File: src/rtl/clb_lut4.sv
module clb_lut4 #(
  parameter int K = 4
) (
  input  logic               clk,
  input  logic               rst_n,
  input  logic [(1<<K)-1:0]  cfg_f_tbl,
  input  logic [(1<<K)-1:0]  cfg_g_tbl,
  input  logic [7:0]         cfg_h_tbl,
  input  logic               cfg_ram_mode,
  input  logic               cfg_x_sel,
  input  logic               cfg_y_sel,
  input  logic [1:0]         cfg_xq_src,
  input  logic [1:0]         cfg_yq_src,
  input  logic               cfg_xq_srval,
  input  logic               cfg_yq_srval,
  input  logic [K-1:0]       f_in,
  input  logic [K-1:0]       g_in,
  input  logic               h1_in,
  input  logic               ff_din,
  input  logic               ram_we,
  input  logic               ram_din_f,
  input  logic               ram_din_g,
  input  logic               ff_ce,
  input  logic               ff_sr,
  output logic               x_out,
  output logic               y_out,
  output logic               xq_out,
  output logic               yq_out
);
  localparam int DEPTH = 1 << K;

  logic [DEPTH-1:0] f_mem, g_mem;
  logic f_val, g_val, h_val, xq_d, yq_d;

  // Table storage: mirrors configuration in logic mode, written in memory mode
  always_ff @(posedge clk) begin
    if (!cfg_ram_mode) begin
      f_mem <= cfg_f_tbl;
      g_mem <= cfg_g_tbl;
    end else if (ram_we) begin
      f_mem[f_in] <= ram_din_f;
      g_mem[g_in] <= ram_din_g;
    end
  end

  assign f_val = cfg_ram_mode ? f_mem[f_in] : cfg_f_tbl[f_in];
  assign g_val = cfg_ram_mode ? g_mem[g_in] : cfg_g_tbl[g_in];
  assign h_val = cfg_h_tbl[{h1_in, g_val, f_val}];

  assign x_out = cfg_x_sel ? h_val : f_val;
  assign y_out = cfg_y_sel ? h_val : g_val;

  always_comb begin
    case (cfg_xq_src)
      2'd0:    xq_d = f_val;
      2'd1:    xq_d = g_val;
      2'd2:    xq_d = h_val;
      default: xq_d = ff_din;
    endcase
    case (cfg_yq_src)
      2'd0:    yq_d = f_val;
      2'd1:    yq_d = g_val;
      2'd2:    yq_d = h_val;
      default: yq_d = ff_din;
    endcase
  end

  always_ff @(posedge clk or negedge rst_n) begin
    if (!rst_n) begin
      xq_out <= 1'b0;
      yq_out <= 1'b0;
    end else if (ff_sr) begin
      xq_out <= cfg_xq_srval;
      yq_out <= cfg_yq_srval;
    end else if (ff_ce) begin
      xq_out <= xq_d;
      yq_out <= yq_d;
    end
  end

  p_logic_f_r1: assert property (@(posedge clk) disable iff (!rst_n)
    (!cfg_ram_mode && !cfg_x_sel) |-> (x_out == cfg_f_tbl[f_in]));

  p_logic_g_r2: assert property (@(posedge clk) disable iff (!rst_n)
    (!cfg_ram_mode && !cfg_y_sel) |-> (y_out == cfg_g_tbl[g_in]));

  p_ram_write_r4: assert property (@(posedge clk) disable iff (!rst_n)
    (cfg_ram_mode && ram_we) |=>
      (!cfg_ram_mode || !$stable(f_in) || f_val == $past(ram_din_f)));

  p_sr_prio_r8: assert property (@(posedge clk) disable iff (!rst_n)
    ff_sr |=> (xq_out == $past(cfg_xq_srval) && yq_out == $past(cfg_yq_srval)));

  p_hold_r7: assert property (@(posedge clk) disable iff (!rst_n)
    (!ff_sr && !ff_ce) |=> ($stable(xq_out) && $stable(yq_out)));

endmodule

File: config.mk
export PLATFORM = sky130hd
export DESIGN_NAME = clb_lut4
export DESIGN_NICKNAME = d
export VERILOG_FILES = /design/src/rtl/clb_lut4.sv
export SDC_FILE = /design/constraint.sdc
export NUM_CORES = 1
export LEC_CHECK = 0
export BUFFER_PORTS_ARGS = -buffer_cell sky130_fd_sc_hd__buf_2
export CAP_MARGIN = 20
export CORE_ASPECT_RATIO = 0.7
export CORE_UTILIZATION = 40
export CTS_CLUSTER_SIZE = 25
export DETAILED_ROUTE_END_ITERATION = 10
export PLACE_DENSITY = 0.7
export SLEW_MARGIN = 25
export SYNTH_ARGS = -nofsm -noshare
export SYNTH_HDL_FRONTEND = slang
export SYNTH_SLANG_ARGS = --single-unit
File: constraint.sdc
create_clock -name clk -period 2.4 [get_ports clk]
set_clock_uncertainty 0.1 [all_clocks]
set_input_delay 0.12 -clock clk [delete_from_list [all_inputs] [get_ports clk]]
set_output_delay 0.12 -clock clk [all_outputs]
set_load 0.005 [all_outputs]
==> impl_results.md <==
* Post-synthesis async set-or-reset flop share at 5.88%
* Count of unique library cells instantiated by Yosys at 44
* Worst-margin pin slew at 431 ps
* Root buf cell: clkbuf_8
* CTS tree: yes
* I/O pins at 70
* Synth area leader: edfxtp_1
* Global placer's final weighted congestion at 0.873
* Initial Util at 42.7%
* Drt first-iter violations at between 200 and 300
* Area of the die at between 6000 and 7000 sq um
* Finished Layout Cells at 383
* Maximum fanout along the worst path at 3
* Outcome: finished with violations
* Largest net degree at the start of global routing at 25
* CP startpoint kind: flop
* Synth top cells by count: o21ai_0 (33), edfxtp_1 (32), o2bb2ai_1 (31)
* Crit. End Element: output pin
* Number of max-cap violations at 0
* Unrepaired setup endpoints after global routing: true
* R2r endpoint: yq_out
* Worst Hold Launch: cfg_g_tbl[1]
* Reg2Reg Depth at 9
* Max IR drop VDD at 0.000303 V
* R2r setup slk at -90 ps
* Post-DP HPWL at 5370 microns
* Nets@finish at ~370
* # diodes at 0
* Port Buffers at 69
* Layout Area Growth over Synthesis at 24.3%
* Routed WL at 6930 microns
* GRT overflow at 0
* Final ANT Viol Nets at 0
* Synthesized area at 2520 sq um
* Predominant post-synthesis flop cell: edfxtp_1
* Clock transition at path regs at 80 ps
* Area occupied by multi-input gates at 1410 sq um
* # clock sinks at 34
* Part of the cycle the worst path needs at 110%
* Max Root-Sink Buffers at 2
* DRT Pass-1 Iters at 5
* Storage element area at approximately 1000 sq um
* FP Rows at 23
* Hold Crit Depth at 2
* Synthesized area per cell at 10.7 sq um
* Setup TNS at -529 ps
* Largest cells by area after synthesis: edfxtp_1 (38%), o2bb2ai_1 (11%), mux4_2 (8.9%)
* PD cells at 568 nW/um^2
* Antenna violations before repair at 0
* HP Class: in2reg
* Util after Layout at a little over half
* Final Hold Viols at 0
* Routed length per instance at approximately 18 microns
* Hold slack at 14.1 ps
* Final setup violating endpoints at 3
* Die W at 96.9 microns
* Remaining DRCs at 0
* Layout cells sized above 1 at about 37%
* Post-synth EDFFs at 32
* Final WS setup at -240 ps
* Top cell type's share of synthesized area at 38.1%
* Top-count cell post-synth: o21ai_0
* Vias after detailed routing at between 2000 and 2500
* Yosys Warn Count at 0
* First-pass GRT wire length at 10500 microns
* Worst relative slew slack at 71.2%
* Skew-Pair Late Insertion Delay at 300 ps
* Placed cell count at 371
* # fillers at roughly 540
* Max-slew violations at 0
* CP arrival at 2420 ps
* CP required at 2180 ps
* Vias in the first global route at around 2100
* Sequential area share after synthesis at 40.1%
* Clock period minus worst slack at 2640 ps
* GRT Resource Usage Total at a little over a fifth
* Lkg Pwr at 1.20 nW
* Post-synthesis cell count at 235
* Crit Path Class: reg2out
* Reg-to-reg critical path startpoint: f_mem[1]
* Hold worst-path end: g_mem[1]
* Die Ht at 68.4 microns
* CORE AREA at 5900 sq um
* Failing checks: setup timing
* Via/cell ratio at 6.10
* CTS H-tree lvls at 2
* Syn nets at 301
* #FFs+latches synth at 34
* CTS Buf Count at 5
* FMAX at 379 MHz
-- sequential cells by signal (all words and copies together) (netlist names) --
signal	count
f_mem	16
g_mem	16
xq_out	1
yq_out	1
-- critical path: stages, from the launching register on --
cell and delay (ps):
edfxtp_1 370, mux4_2 490, o2111ai_2 200, o211ai_2 150, nor2_4 150, mux4_2 330, mux2i_2 190, a21oi_1 100
buf_2 130
-- cells by family (layout without fill, tap and decap cells) --
family                 count (synthesis)  after routing  synth area share (%)
AO/OA/AOI/OAI                         90             90                  25.1
buffers and inverters                 27            100                  5.71
flip-flops                            34             34                  40.1
multiplexers                          25             25                  17.5
AND/OR/NAND/NOR                       59             59                  11.6
-- how the worst max path moves through the flow --
stage / startpoint / to / slack, ps / depth (start not counted)
6_report: g_mem[15] / y_out / -240 / 8
5_1_grt: g_mem[15] / y_out / -330 / 8
4_1_cts: g_mem[15] / y_out / -250 / 8
3_5_place_dp: g_in[0] / y_out / -30 / 9
3_3_place_gp: g_in[0] / y_out / 20 / 9
2_1_floorplan: g_mem[15] / yq_out / 300 / 7
-- layout by cell type (no fill, tap or decap), types with 2 or more instances in the layout --
cell / instances
nand3_1: 7
edfxtp_1: 32
o2bb2ai_1: 31
nor2b_1: 6
o21ai_0: 33
dlygate4sd3_1: 2
nand2_1: 21
inv_1: 8
nand3b_1: 3
buf_4: 12
mux4_2: 12
nand2b_1: 3
mux2i_2: 2
a22oi_1: 3
clkbuf_8: 5
dfrtp_1: 2
or2_2: 2
bufinv_16: 2
nor2_1: 10
mux2i_1: 9
a21oi_1: 5
o21ai_1: 2
mux4_1: 2
buf_2: 69
-- metrics by stage --
stage,instance area [sq um],worst slack [ps],power (mW)
2_1_floorplan,2520,304,0.967
3_3_place_gp,2930,24.9,1.11
3_5_place_dp,2930,-28.1,1.11
4_1_cts,3100,-246,1.76
5_1_grt,3130,-326,1.84
6_report,3130,-240,1.78
-- per-layer routing --
layer	share of wire, %	wire length, microns	vias to the layer above	track usage [%]
li1	-	-	1077	-
met1	46	3220	1103	31.9
met2	43	2960	151	29.8
met3	9.9	685	7	3.98
met4	1.0	70	0	5.97
met5	0	0	-	0
-- repair_timing --
action | CTS | global route
pin swaps | 1 | 3
endpoints found under the setup margin | 2 | 4
gates resized for setup | 2 | 8
hold buffers | 2 | 0
setup buffers | 1 | 3
endpoints found under the hold margin | 3 | 0
-- cell type report --
type | instances | share of cell area (%)
flip-flops and latches | 34 | 32.3
multi-input cells | 174 | 44.9
clock inverters | 3 | 2.04
well taps | 75 | 2.99
repair buffers | 83 | 14.5
clock buffers | 5 | 2.20
inverters | 9 | 1.08
-- power breakdown --
| group | internal (mW) | switching, mW | leakage, nW |
|---|---|---|---|
| clock network | 0.411 | 0.229 | 0.0658 |
| logic | 0.199 | 0.217 | 0.797 |
| registers | 0.709 | 0.0141 | 0.335 |
| total | 1.32 | 0.460 | 1.20 |
Note: power is estimated with default switching activity, not from simulation.
